## config.mk

```make
export PLATFORM = sky130hd
export DESIGN_NAME = tile_binner
export DESIGN_NICKNAME = d
export VERILOG_FILES = /design/src/rtl/tile_binner_pkg.sv /design/src/rtl/tile_binner_bbox.sv /design/src/rtl/tile_binner_walker.sv /design/src/rtl/tile_binner_store.sv /design/src/rtl/tile_binner.sv
export SDC_FILE = /design/constraint.sdc
export NUM_CORES = 1
export LEC_CHECK = 0
export ABC_AREA = 1
export ABC_CLOCK_PERIOD_IN_PS = 4000
export BUFFER_PORTS_ARGS = -buffer_cell sky130_fd_sc_hd__buf_2
export CAP_MARGIN = 15
export CORE_UTILIZATION = 41
export CTS_CLUSTER_DIAMETER = 200
export DETAILED_ROUTE_END_ITERATION = 12
export HOLD_SLACK_MARGIN = 0.02
export SLEW_MARGIN = 30
export SYNTH_ARGS = -nofsm -noshare
export SYNTH_HDL_FRONTEND = slang
export SYNTH_SLANG_ARGS = --single-unit
```

## constraint.sdc

```tcl
create_clock -name clk_i -period 4 [get_ports clk_i]
set_input_delay 0.6 -clock clk_i [delete_from_list [all_inputs] [get_ports clk_i]]
set_output_delay 0.6 -clock clk_i [all_outputs]
set_load 0.1 [all_outputs]
```

## src/rtl/tile_binner_pkg.sv

```systemverilog
package tile_binner_pkg;
  localparam int TILE_LOG2 = 5;
  typedef enum logic {W_IDLE, W_WALK} walk_state_e;
endpackage

```

## src/rtl/tile_binner_bbox.sv

```systemverilog
module tile_binner_bbox #(
  parameter int CW    = 10,
  parameter int SCR_W = 256,
  parameter int SCR_H = 128,
  parameter int TXW   = 3,
  parameter int TYW   = 2
) (
  input  logic [CW-1:0]  x0_i, y0_i, x1_i, y1_i, x2_i, y2_i,
  output logic [TXW-1:0] tx_lo_o, tx_hi_o,
  output logic [TYW-1:0] ty_lo_o, ty_hi_o,
  output logic           off_o
);
  import tile_binner_pkg::*;
  logic [CW-1:0] mnx, mny, mxx, mxy, cx, cy;

  always_comb begin
    mnx = x0_i; mxx = x0_i; mny = y0_i; mxy = y0_i;
    if (x1_i < mnx) mnx = x1_i;
    if (x2_i < mnx) mnx = x2_i;
    if (x1_i > mxx) mxx = x1_i;
    if (x2_i > mxx) mxx = x2_i;
    if (y1_i < mny) mny = y1_i;
    if (y2_i < mny) mny = y2_i;
    if (y1_i > mxy) mxy = y1_i;
    if (y2_i > mxy) mxy = y2_i;
    cx = (mxx > CW'(SCR_W - 1)) ? CW'(SCR_W - 1) : mxx;
    cy = (mxy > CW'(SCR_H - 1)) ? CW'(SCR_H - 1) : mxy;
    off_o   = (mnx >= CW'(SCR_W)) || (mny >= CW'(SCR_H));
    tx_lo_o = TXW'(mnx >> TILE_LOG2);
    tx_hi_o = TXW'(cx >> TILE_LOG2);
    ty_lo_o = TYW'(mny >> TILE_LOG2);
    ty_hi_o = TYW'(cy >> TILE_LOG2);
  end
endmodule

```

## src/rtl/tile_binner_walker.sv

```systemverilog
module tile_binner_walker #(
  parameter int TILES_X = 8,
  parameter int TXW     = 3,
  parameter int TYW     = 2,
  parameter int TW      = 5,
  parameter int PW      = 8
) (
  input  logic           clk_i,
  input  logic           rst_ni,
  input  logic           acc_i,
  input  logic           off_i,
  input  logic [TXW-1:0] tx_lo_i, tx_hi_i,
  input  logic [TYW-1:0] ty_lo_i, ty_hi_i,
  input  logic [PW-1:0]  prim_i,
  output logic           busy_o,
  output logic           wr_en_o,
  output logic [TW-1:0]  wr_tile_o,
  output logic [PW-1:0]  wr_prim_o
);
  import tile_binner_pkg::*;
  walk_state_e st_q;
  logic [TXW-1:0] cx_q, lox_q, hix_q;
  logic [TYW-1:0] cy_q, hiy_q;
  logic [PW-1:0]  prim_q;
  logic           last_x, last_y;

  assign last_x    = (cx_q == hix_q);
  assign last_y    = (cy_q == hiy_q);
  assign busy_o    = (st_q == W_WALK);
  assign wr_en_o   = busy_o;
  assign wr_tile_o = TW'(cy_q) * TW'(TILES_X) + TW'(cx_q);
  assign wr_prim_o = prim_q;

  always_ff @(posedge clk_i or negedge rst_ni) begin
    if (!rst_ni) begin
      st_q <= W_IDLE;
      cx_q <= '0; lox_q <= '0; hix_q <= '0;
      cy_q <= '0; hiy_q <= '0; prim_q <= '0;
    end else if (st_q == W_IDLE) begin
      if (acc_i && !off_i) begin
        st_q  <= W_WALK;
        cx_q  <= tx_lo_i; lox_q <= tx_lo_i; hix_q <= tx_hi_i;
        cy_q  <= ty_lo_i; hiy_q <= ty_hi_i;
        prim_q <= prim_i;
      end
    end else if (last_x) begin
      cx_q <= lox_q;
      if (last_y) st_q <= W_IDLE;
      else        cy_q <= cy_q + 1'b1;
    end else begin
      cx_q <= cx_q + 1'b1;
    end
  end
endmodule

```

## src/rtl/tile_binner_store.sv

```systemverilog
module tile_binner_store #(
  parameter int NT    = 32,
  parameter int DEPTH = 4,
  parameter int PW    = 8,
  parameter int TW    = 5,
  parameter int SW    = 2,
  parameter int CNTW  = 3
) (
  input  logic            clk_i,
  input  logic            rst_ni,
  input  logic            clr_i,
  input  logic            wr_en_i,
  input  logic [TW-1:0]   wr_tile_i,
  input  logic [PW-1:0]   wr_prim_i,
  input  logic [TW-1:0]   rd_tile_i,
  input  logic [SW-1:0]   rd_slot_i,
  output logic [PW-1:0]   rd_data_o,
  output logic [CNTW-1:0] rd_count_o,
  output logic [NT-1:0]   cov_o,
  output logic [NT-1:0]   ovf_o
);
  localparam int AW = $clog2(NT * DEPTH);
  logic [PW-1:0]   mem [NT*DEPTH];
  logic [CNTW-1:0] cnt [NT];
  logic            room;

  assign room = cnt[wr_tile_i] < CNTW'(DEPTH);

  for (genvar t = 0; t < NT; t++) begin : g_tile
    logic hit;
    assign hit = wr_en_i && (wr_tile_i == TW'(t));
    always_ff @(posedge clk_i or negedge rst_ni) begin
      if (!rst_ni) begin
        cnt[t] <= '0; cov_o[t] <= 1'b0; ovf_o[t] <= 1'b0;
      end else if (clr_i) begin
        cnt[t] <= '0; cov_o[t] <= 1'b0; ovf_o[t] <= 1'b0;
      end else if (hit) begin
        cov_o[t] <= 1'b1;
        if (cnt[t] < CNTW'(DEPTH)) cnt[t] <= cnt[t] + 1'b1;
        else                       ovf_o[t] <= 1'b1;
      end
    end
  end

  always_ff @(posedge clk_i) begin
    if (wr_en_i && !clr_i && room)
      mem[AW'(wr_tile_i) * AW'(DEPTH) + AW'(cnt[wr_tile_i])] <= wr_prim_i;
  end

  assign rd_data_o  = mem[AW'(rd_tile_i) * AW'(DEPTH) + AW'(rd_slot_i)];
  assign rd_count_o = cnt[rd_tile_i];
endmodule

```

## src/rtl/tile_binner.sv

```systemverilog
module tile_binner #(
  parameter int CW         = 10,
  parameter int PW         = 8,
  parameter int SCR_W      = 256,
  parameter int SCR_H      = 128,
  parameter int LIST_DEPTH = 4,
  localparam int TILES_X   = SCR_W / 32,
  localparam int TILES_Y   = SCR_H / 32,
  localparam int NT        = TILES_X * TILES_Y
) (
  input  logic                            clk_i,
  input  logic                            rst_ni,
  input  logic                            frame_start_i,
  input  logic                            tri_valid_i,
  output logic                            tri_ready_o,
  input  logic [CW-1:0]                   v0x_i,
  input  logic [CW-1:0]                   v0y_i,
  input  logic [CW-1:0]                   v1x_i,
  input  logic [CW-1:0]                   v1y_i,
  input  logic [CW-1:0]                   v2x_i,
  input  logic [CW-1:0]                   v2y_i,
  input  logic [PW-1:0]                   prim_i,
  input  logic                            scene_end_i,
  output logic                            cov_valid_o,
  output logic [NT-1:0]                   cov_map_o,
  output logic [NT-1:0]                   ovf_map_o,
  input  logic [$clog2(NT)-1:0]           rd_tile_i,
  input  logic [$clog2(LIST_DEPTH)-1:0]   rd_slot_i,
  output logic [PW-1:0]                   rd_data_o,
  output logic [$clog2(LIST_DEPTH+1)-1:0] rd_count_o
);
  localparam int TXW  = (TILES_X > 1) ? $clog2(TILES_X) : 1;
  localparam int TYW  = (TILES_Y > 1) ? $clog2(TILES_Y) : 1;
  localparam int TW   = $clog2(NT);
  localparam int SW   = $clog2(LIST_DEPTH);
  localparam int CNTW = $clog2(LIST_DEPTH + 1);

  logic [TXW-1:0] tx_lo, tx_hi;
  logic [TYW-1:0] ty_lo, ty_hi;
  logic           off, busy, wr_en, end_pend_q;
  logic [TW-1:0]  wr_tile;
  logic [PW-1:0]  wr_prim;

  assign tri_ready_o = !busy;

  tile_binner_bbox #(.CW(CW), .SCR_W(SCR_W), .SCR_H(SCR_H), .TXW(TXW), .TYW(TYW)) i_bbox (
    .x0_i(v0x_i), .y0_i(v0y_i), .x1_i(v1x_i), .y1_i(v1y_i), .x2_i(v2x_i), .y2_i(v2y_i),
    .tx_lo_o(tx_lo), .tx_hi_o(tx_hi), .ty_lo_o(ty_lo), .ty_hi_o(ty_hi), .off_o(off)
  );

  tile_binner_walker #(.TILES_X(TILES_X), .TXW(TXW), .TYW(TYW), .TW(TW), .PW(PW)) i_walk (
    .clk_i, .rst_ni, .acc_i(tri_valid_i && tri_ready_o), .off_i(off),
    .tx_lo_i(tx_lo), .tx_hi_i(tx_hi), .ty_lo_i(ty_lo), .ty_hi_i(ty_hi), .prim_i,
    .busy_o(busy), .wr_en_o(wr_en), .wr_tile_o(wr_tile), .wr_prim_o(wr_prim)
  );

  tile_binner_store #(.NT(NT), .DEPTH(LIST_DEPTH), .PW(PW), .TW(TW), .SW(SW), .CNTW(CNTW)) i_store (
    .clk_i, .rst_ni, .clr_i(frame_start_i), .wr_en_i(wr_en), .wr_tile_i(wr_tile),
    .wr_prim_i(wr_prim), .rd_tile_i, .rd_slot_i, .rd_data_o, .rd_count_o,
    .cov_o(cov_map_o), .ovf_o(ovf_map_o)
  );

  // hold an end-of-scene request until the tile walk drains
  always_ff @(posedge clk_i or negedge rst_ni) begin
    if (!rst_ni) begin
      end_pend_q  <= 1'b0;
      cov_valid_o <= 1'b0;
    end else begin
      end_pend_q  <= (end_pend_q || scene_end_i) && busy;
      cov_valid_o <= (end_pend_q || scene_end_i) && !busy;
    end
  end
endmodule

```

# Word-level counts from Yosys, hierarchy flattened
# Memory sizes are Yosys's and may differ from the RTL's.
# Cells that the tools add are included.
# word_totals
memories	1
elab_cells	720
register_bits	184
mem_bits_rw	1024
# mem_list
memory	words	width	read_ports	rd_clocked_by_memory_dff	wr	line	source
i_store.mem	128	8	1	0	1	tile_binner_store.sv:23	logic [PW-1:0] mem [NT*DEPTH];
# classes
muxes	285
n_addsub	37
n_bitwise	3
reduce_logical	175
order_cmp	47
n_eq_ne	67
# op_table
operator	count
2-to-1 mux 3 bit	103
2-to-1 mux 1 bit	166
AND reduction 2 bit	65
nonzero test 2 bit	65
adder 3 x 1 -> 3 bit (second input constant)	33
less-than comparator 3 bit (second input constant)	33
== test 5 bit (second input constant)	16
2-to-1 mux 10 bit	8
!= test 2 bit (second input constant)	34
== test 5 x 4 -> 1 bit (second input constant)	8
greater-than comparator 10 bit	4
less-than comparator 10 bit	4
logical AND 1 bit	38
binary-select mux 3 bit (select 5 bit)	2
== test 5 x 3 -> 1 bit (second input constant)	4
>= comparator 6 bit (second input constant)	2
inverter 5 -> 6 bit	2
== test 5 x 2 -> 1 bit (second input constant)	2
>= comparator 10 x 8 -> 1 bit (second input constant)	1
>= comparator 10 x 9 -> 1 bit (second input constant)	1
greater-than comparator 10 x 7 -> 1 bit (second input constant)	1
greater-than comparator 10 x 8 -> 1 bit (second input constant)	1
2-to-1 mux 2 bit	4
2-to-1 mux 8 bit	1
other kinds (13)	16

# Longest topological paths before layout
# Gate-level depths: netlist (run 1).
# depth
ltp_word	10
ltp_mapped	28

# Hierarchy
# Synthesis (run 1) repeated with hierarchy kept, for this count alone.
# hier_totals
hier_cells	5225
hier_area_um2	53961.8
# by_module_without_submodules
mod	area_per_inst_um2	seq_area_each_um2	instances	cells_per_inst
tile_binner_store	50617.3	34753.3	1	4712
tile_binner_bbox	2172.1	0.0	1	366
tile_binner_walker	1094.8	550.5	1	139
tile_binner	77.6	50.0	1	8

# Worst setup path before layout (run 1)
# No wires, ideal clock.
# synth_path
kind	input to output
from	input rd_slot_i[0]
to	output rd_data_o[3]
slack_ns	-0.066
required_time_ns	3.400
n_path_buf	4
arrival_time_ns	3.466
stages	10
path_cell_list	buf_2 > buf_2 > clkbuf_1 > clkbuf_1 > nor2_1 > o22ai_1 > nor2_1 > o221ai_1 > o211ai_1 > a21oi_1
# synth_via
elab_chain_len	2
# synth_lines
item	line	source
start, declared	tile_binner.sv:28	input logic [$clog2(LIST_DEPTH)-1:0] rd_slot_i,
adder 7 x 2 -> 7 bit	tile_binner_store.sv:50	assign rd_data_o = mem[AW'(rd_tile_i) * AW'(DEPTH) + AW'(rd_slot_i)];
memory read (128 x 8 bit)	--	
end, declared	tile_binner.sv:29	output logic [PW-1:0] rd_data_o,
# Every way passes these cells.

# Worst setup path in the final report (run 1)
# Ends and elaborated chain as after synthesis.

==> impl_metrics.env, run 1 <==
export IMPL_status="completed"
export IMPL_ir_drop_uv=587
export IMPL_clk_pin_slew_ns=0.05
export IMPL_cts_sinks=1208
export IMPL_grt_pass1_vias=36200
export IMPL_max_clock_freq_mhz=261
export IMPL_min_path_type="input pin to flop"
export IMPL_drtAntennaViolNets=0
export IMPL_hpwlAfterDp_mm=93.0
export IMPL_max_slew_margin_rel_pct=37.3
export IMPL_crit_slowest_cell="o221ai_1"
export IMPL_start_util_pct=41.4
export IMPL_post_cts_buffers=0
export IMPL_synth_seq_area_share_pct=67.8
export IMPL_syn_area_um2=52200
export IMPL_power_density_nw_per_um2=556
export IMPL_cts_buffer_depth=3
export IMPL_synth_top_area_share_pct=59.0
export IMPL_drive_above_1_share_pct=14.2
export IMPL_insertion_delay_ns=0.75
export IMPL_synthArstFlopShare_pct=15.2
export IMPL_synth_area_leader_cell="edfxtp_1"
export IMPL_finalWorstSetupSlack_ns=0.165
export IMPL_critical_path_top_delay_family="compound AO/OA/AOI/OAI gates"
export IMPL_drt_initial_drc_count=3918
export IMPL_gp_congestion=0.934
export IMPL_drc=0
export IMPL_synth_net_count=4858
export IMPL_finalCriticalPeriod_ns=3.83
export IMPL_endpoint_kind="output port"
export IMPL_grt_max_degree=120
export IMPL_synth_edff_count=1024
export IMPL_synth_ff_type="edfxtp_1"
export IMPL_nets=5175
export IMPL_port_buffers=156
export IMPL_rsz0062_at_grt="no"
export IMPL_setup_viol=0
export IMPL_syn_inst=4682
export IMPL_fillers=11200
export IMPL_vias_per_cell=5.59
export IMPL_p_leak_nw=22.4
export IMPL_grt_pass1_wl_mm=225
export IMPL_coreArea_um2=126000
export IMPL_drv_cap=0
export IMPL_syn_avg_cell_area_um2=11.1
export IMPL_post_route_period_util_pct=95.9
export IMPL_cpMostUsedCell="buf_12"
export IMPL_cts_tree="built"
export IMPL_yosys_register_bits=1208
export IMPL_path_class="input pin to output port"
export IMPL_cts_root_buf="clkbuf_16"
export IMPL_cp_num_buf_inv=5
export IMPL_cp_max_fo=47
export IMPL_worstMarginPinSlew_ns=0.940
export IMPL_startpoint_type="input pin"
export IMPL_synth_most_common_cell="nor2_1"
export IMPL_antenna_found_initial=5
export IMPL_synth_cell_type_count=46
export IMPL_cp_cell_sequence="buf_8 -> inv_8 -> buf_12 -> buf_12 -> o21ai_0 -> o22ai_1 -> nor2_1 -> o221ai_1 -> nand3_1 -> nand2_1 -> nor2_1 -> a21oi_2 -> buf_12"
export IMPL_die_h_um=359
export IMPL_place_ws_ns=-0.0753
export IMPL_numCtsBuffers=132
export IMPL_grt_overflow=0
export IMPL_crit_path_max_incr_delay_ns=0.43
export IMPL_h_tree_depth=4
export IMPL_ys_warn_count=0
export IMPL_fin_tns_setup_ns=0
export IMPL_firstDrtPassIters=8
export IMPL_die_w_um=359
export IMPL_utilization_pct=48.6
export IMPL_die_area_um2=129000
export IMPL_synth_common_cells="1042 x nor2_1, 1024 x edfxtp_1, 841 x o21ai_0, 280 x nand2_1, 257 x o22ai_1"
export IMPL_io_pins=157
export IMPL_rows=130
export IMPL_critPathRequiredTime_ns=3.40
export IMPL_grt_usage_pct=23.0
export IMPL_via_count=37800
export IMPL_drv_slew=0
export IMPL_wire_per_inst_um=21.9
export IMPL_power_w=0.0340
export IMPL_finalInstanceArea_um2=61200
export IMPL_dpl_cell_area_um2=57000
export IMPL_area_growth_pct=17.4
export IMPL_wl_mm=148
export IMPL_synthTopCellsByArea="edfxtp_1 59%, dfrtp_1 8.8%, o21ai_0 8.1%, nor2_1 7.5%, o22ai_1 3.1%"
export IMPL_hold_violations=0
export IMPL_worstPathArrival_ns=3.23
export IMPL_finalClockSkew_ns=0.0303
placed cells by master (no fill, tap or decap), types with 6 or more instances in the layout:
cell / instances
o21a_1: 14
a21oi_1: 191
nand4_1: 11
o211ai_1: 21
inv_1: 185
nand3_1: 59
dfrtp_1: 175
a31oi_1: 6
o21ai_1: 12
buf_4: 281
edfxtp_1: 1024
o21ai_0: 840
buf_2: 139
nor3_1: 16
nor2_1: 1042
clkinvlp_4: 8
ha_1: 96
clkbuf_1: 33
clkbuf_8: 7
o31ai_1: 9
buf_12: 54
dfrtp_4: 8
o22ai_1: 257
o221ai_1: 53
inv_6: 6
inv_2: 6
nand2_1: 280
clkinv_2: 23
clkinv_1: 18
nand2_2: 19
o32ai_1: 6
clkbuf_16: 134
cell families (layout without fill, tap and decap cells):
family | Yosys count | after routing | share of synthesized area [%]
AO/OA/AOI/OAI | 1436 | 1436 | 15.2
XOR/XNOR | 7 | 7 | 0.118
adder cells (fa/ha/maj) | 96 | 96 | 2.30
buffers and inverters | 495 | 917 | 3.77
flip-flops | 1208 | 1208 | 67.8
other | 0 | 3 | 0
AND/OR/NAND/NOR | 1440 | 1440 | 10.8
repair_timing:
action	4_1_cts	5_1_grt
setup endpoints to repair	1	2
resized for setup	1	3
endpoints found under the hold margin	95	0
hold buffers	1	0
per-stage QoR:
| stage | hold slack (ns) | std cells |
|---|---|---|
| 3_5_place_dp | 0.479 | 6512 |
| 5_1_grt | 0.0518 | 6757 |
| 6_report | 0.0610 | 6757 |
| 2_1_floorplan | 0.304 | 4682 |
| 3_3_place_gp | 0.472 | 6512 |
| 4_1_cts | 0.0261 | 6752 |
worst reg2reg max path, cell delays in order, from the launching register on:
cell and delay (ns):
dfrtp_2 0.44, buf_12 0.17, o21ai_0 0.30, a21oi_1 0.17
nor4_1 0.27, nand2_1 0.10, o21ai_2 0.08, inv_1 0.06
ha_1 0.20, ha_1 0.21, nand2_1 0.09, xor2_1 0.34
inv_1 0.10, nor2_1 0.12, buf_4 0.18, nand2_2 0.15
nor2_1 0.24, buf_4 0.20
flip-flops by register name, indices dropped and copies added, names as in the netlist, 3 cells and up:
register,flops
i_store.mem,1024
i_walk.hix_q,3
i_walk.wr_prim_o,8
i_store.ovf_o,32
i_store.cov_o,32
i_walk.lox_q,3
i_walk.cx_q,3
i_store.cnt,96
power breakdown:
group,total (W),switching [W],internal [W]
Sequential,0.0161,0.000856,0.0152
Combinational,0.00629,0.00473,0.00156
Clock,0.0116,0.00510,0.00655
final timing paths:
kind                       slack (ns)                          start  cells after the start                               to
hold reg to reg                  0.49  i_store.cov_o[14]$_DFFE_PN0P_                      2    i_store.cov_o[14]$_DFFE_PN0P_
hold / removal                   0.06                      prim_i[1]                      3  i_walk.wr_prim_o[1]$_DFFE_PN0P_
setup / recovery                 0.17                   rd_slot_i[0]                     13                     rd_data_o[3]
setup reg to reg                 0.29     i_walk.cx_q[0]$_DFFE_PN0P_                     17     i_store.mem[81][7]$_DFFE_PP_
max in group asynchronous        2.50                         rst_ni                      3      i_store.cnt[52]$_DFFE_PN0P_
min in group asynchronous        0.53                         rst_ni                      2     i_store.ovf_o[0]$_DFFE_PN0P_
layer usage:
metal / vias up / track usage, % / share of wire [%]
met2: 1458 / 36.4 / 47
li1: 17500 / - / -
met4: 2 / 6.61 / 2.5
met1: 18600 / 32.6 / 43
met5: - / 0 / 0.0068
met3: 224 / 3.77 / 7.4
layout make-up:
cell class | count | area, um^2 | area share, %
Antenna cell | 3 | 7.51 | 0.0123
Clock buffer | 173 | 3560 | 5.82
Clock inverter | 66 | 578 | 0.944
Inverter | 196 | 754 | 1.23
Multi-Input combinational cell | 2979 | 14900 | 24.3
Sequential cell | 1208 | 35400 | 57.8
Tap cell | 1650 | 2060 | 3.37
Timing Repair Buffer | 482 | 4000 | 6.53
Note: power is estimated with default switching activity, not from simulation.
==> run 2, diff against run 1 <==
--- a/config.mk
+++ b/config.mk
@@ -9,7 +9,7 @@
 export ABC_CLOCK_PERIOD_IN_PS = 4000
 export BUFFER_PORTS_ARGS = -buffer_cell sky130_fd_sc_hd__buf_2
 export CAP_MARGIN = 15
-export CORE_UTILIZATION = 41
+export CORE_UTILIZATION = 39
 export CTS_CLUSTER_DIAMETER = 200
 export DETAILED_ROUTE_END_ITERATION = 12
 export HOLD_SLACK_MARGIN = 0.02
==> impl_metrics.env, run 2 (synthesis gave the netlist of run 1 again) <==
export IMPL_status="completed"
export IMPL_coreArea_um2=132000
export IMPL_grt_usage_pct=21.7
export IMPL_crit_path_max_incr_delay_ns=0.30
export IMPL_drv_cap=0
export IMPL_max_clock_freq_mhz=262
export IMPL_drt_initial_drc_count=4467
export IMPL_cpMostUsedCell="nand2_1"
export IMPL_grt_max_degree=129
export IMPL_crit_slowest_cell="o22ai_1"
export IMPL_io_pins=157
export IMPL_setup_viol=0
export IMPL_r2r_slack_ns=0.26
export IMPL_drc=0
export IMPL_nets=5176
export IMPL_worstMarginPinSlew_ns=0.964
export IMPL_finalClockSkew_ns=0.0360
export IMPL_drtAntennaViolNets=0
export IMPL_finalWorstSetupSlack_ns=0.184
export IMPL_max_slew_margin_rel_pct=35.8
export IMPL_largest_reg_flops=1024
export IMPL_numCtsBuffers=121
export IMPL_p_leak_nw=22.3
export IMPL_wire_per_inst_um=21.8
export IMPL_grt_pass1_vias=35800
export IMPL_final_common_cell="nor2_1"
export IMPL_cts_sinks=1208
export IMPL_min_path_type="input pin to flop"
export IMPL_gp_congestion=0.920
export IMPL_critPathRequiredTime_ns=3.40
export IMPL_fillers=12100
export IMPL_antenna_found_initial=6
export IMPL_cts_tree="built"
export IMPL_path_class="input pin to output port"
export IMPL_endpoint_kind="output port"
export IMPL_cts_root_buf="clkbuf_16"
export IMPL_cp_cell_sequence="buf_8 -> inv_8 -> buf_12 -> buf_4 -> nor2_1 -> o22ai_1 -> nor2_1 -> o32ai_1 -> buf_4 -> o211ai_1 -> nand2_1 -> nand2_1 -> nand2_1 -> buf_12"
export IMPL_die_area_um2=135000
export IMPL_via_count=37600
export IMPL_post_cts_resized=0
export IMPL_start_util_pct=39.5
export IMPL_critical_path_top_delay_family="buffers and inverters"
export IMPL_ir_drop_uv=605
export IMPL_vias_per_cell=5.47
export IMPL_area_growth_pct=17.2
export IMPL_grt_pass1_wl_mm=224
export IMPL_drive_above_1_share_pct=14.1
export IMPL_port_buffers=156
export IMPL_grt_overflow=0
export IMPL_die_h_um=368
export IMPL_wl_mm=149
export IMPL_place_ws_ns=0.116
export IMPL_drv_slew=0
export IMPL_cp_max_fo=38
export IMPL_power_density_nw_per_um2=551
export IMPL_rows=133
export IMPL_hpwlAfterDp_mm=94.9
export IMPL_die_w_um=368
export IMPL_post_route_period_util_pct=95.4
export IMPL_firstDrtPassIters=6
export IMPL_clk_pin_slew_ns=0.06
export IMPL_startpoint_type="input pin"
export IMPL_h_tree_depth=3
export IMPL_worstPathArrival_ns=3.22
export IMPL_fin_tns_setup_ns=0
export IMPL_insertion_delay_ns=0.73
export IMPL_rsz0062_at_grt="no"
export IMPL_cp_num_buf_inv=6
export IMPL_hold_violations=0
export IMPL_mostFrequentLayoutCells="1042 x nor2_1, 1024 x edfxtp_1, 841 x o21ai_0, 300 x buf_4, 280 x nand2_1"
export IMPL_cts_buffer_depth=3
export IMPL_finalCriticalPeriod_ns=3.82
run 2: cell type report:
class,instances,area [um^2],share of cell area (%)
clock inverters,74,701,1.15
multi-input cells,2979,14800,24.3
clock buffers,153,3210,5.26
repair buffers,494,4010,6.56
flip-flops and latches,1208,35400,57.9
well taps,1755,2200,3.59
diodes,3,7.51,0.0123
inverters,196,754,1.23
run 2: repair_timing:
item / CTS / global route
hold buffers: 1 / 0
hold endpoints to repair: 12 / 0
setup buffers: 0 / 0
run 2: stage by stage:
stage	total power [W]	utilization [%]	instance area [um^2]	hold slack, ns	std cells
after floorplan	0.0192	-	52200	0.304	4682
after global placement	0.0225	43.3	57100	0.411	6630
after detailed placement	0.0226	43.3	57200	0.411	6631
after CTS	0.0338	46.2	61100	0.0578	6859
after global routing	0.0348	46.2	61100	0.0833	6861
final	0.0337	46.2	61100	0.0909	6862
run 2: per-layer routing:
metal / vias up / global-route usage [%] / wire [um]
li1: 17500 / - / -
met1: 18400 / 30.5 / 64500
met2: 1466 / 33.9 / 68400
met3: 240 / 4.03 / 12100
met4: 2 / 7.12 / 4360
met5: - / 0 / 13
run 2: path summary, 6_finish.rpt:
kind	startpoint	to	depth (start not counted)
setup / recovery	rd_slot_i[0]	rd_data_o[5]	14
hold / removal	prim_i[5]	i_walk.wr_prim_o[5]$_DFFE_PN0P_	3
setup reg to reg	i_walk.cx_q[0]$_DFFE_PN0P_	i_store.mem[15][3]$_DFFE_PP_	17
hold reg to reg	i_store.cov_o[15]$_DFFE_PN0P_	i_store.cov_o[15]$_DFFE_PN0P_	2
max in group asynchronous	rst_ni	i_walk.wr_prim_o[4]$_DFFE_PN0P_	3
min in group asynchronous	rst_ni	cov_valid_o$_DFF_PN0_	2
run 2: worst register-to-register path: cells and delay by family, from the launching register on:
family,cells,cell delay (ns)
simple gates,7,1.14
buf+inv,4,0.73
xor+xnor,1,0.38
compound gates,3,0.35
flops,1,0.44
fa+ha+maj,2,0.40
run 2: where the power goes:
part,internal (W),total (W),switching [W]
clock network,0.00638,0.0112,0.00486
logic,0.00156,0.00643,0.00488
registers,0.0152,0.0160,0.000793
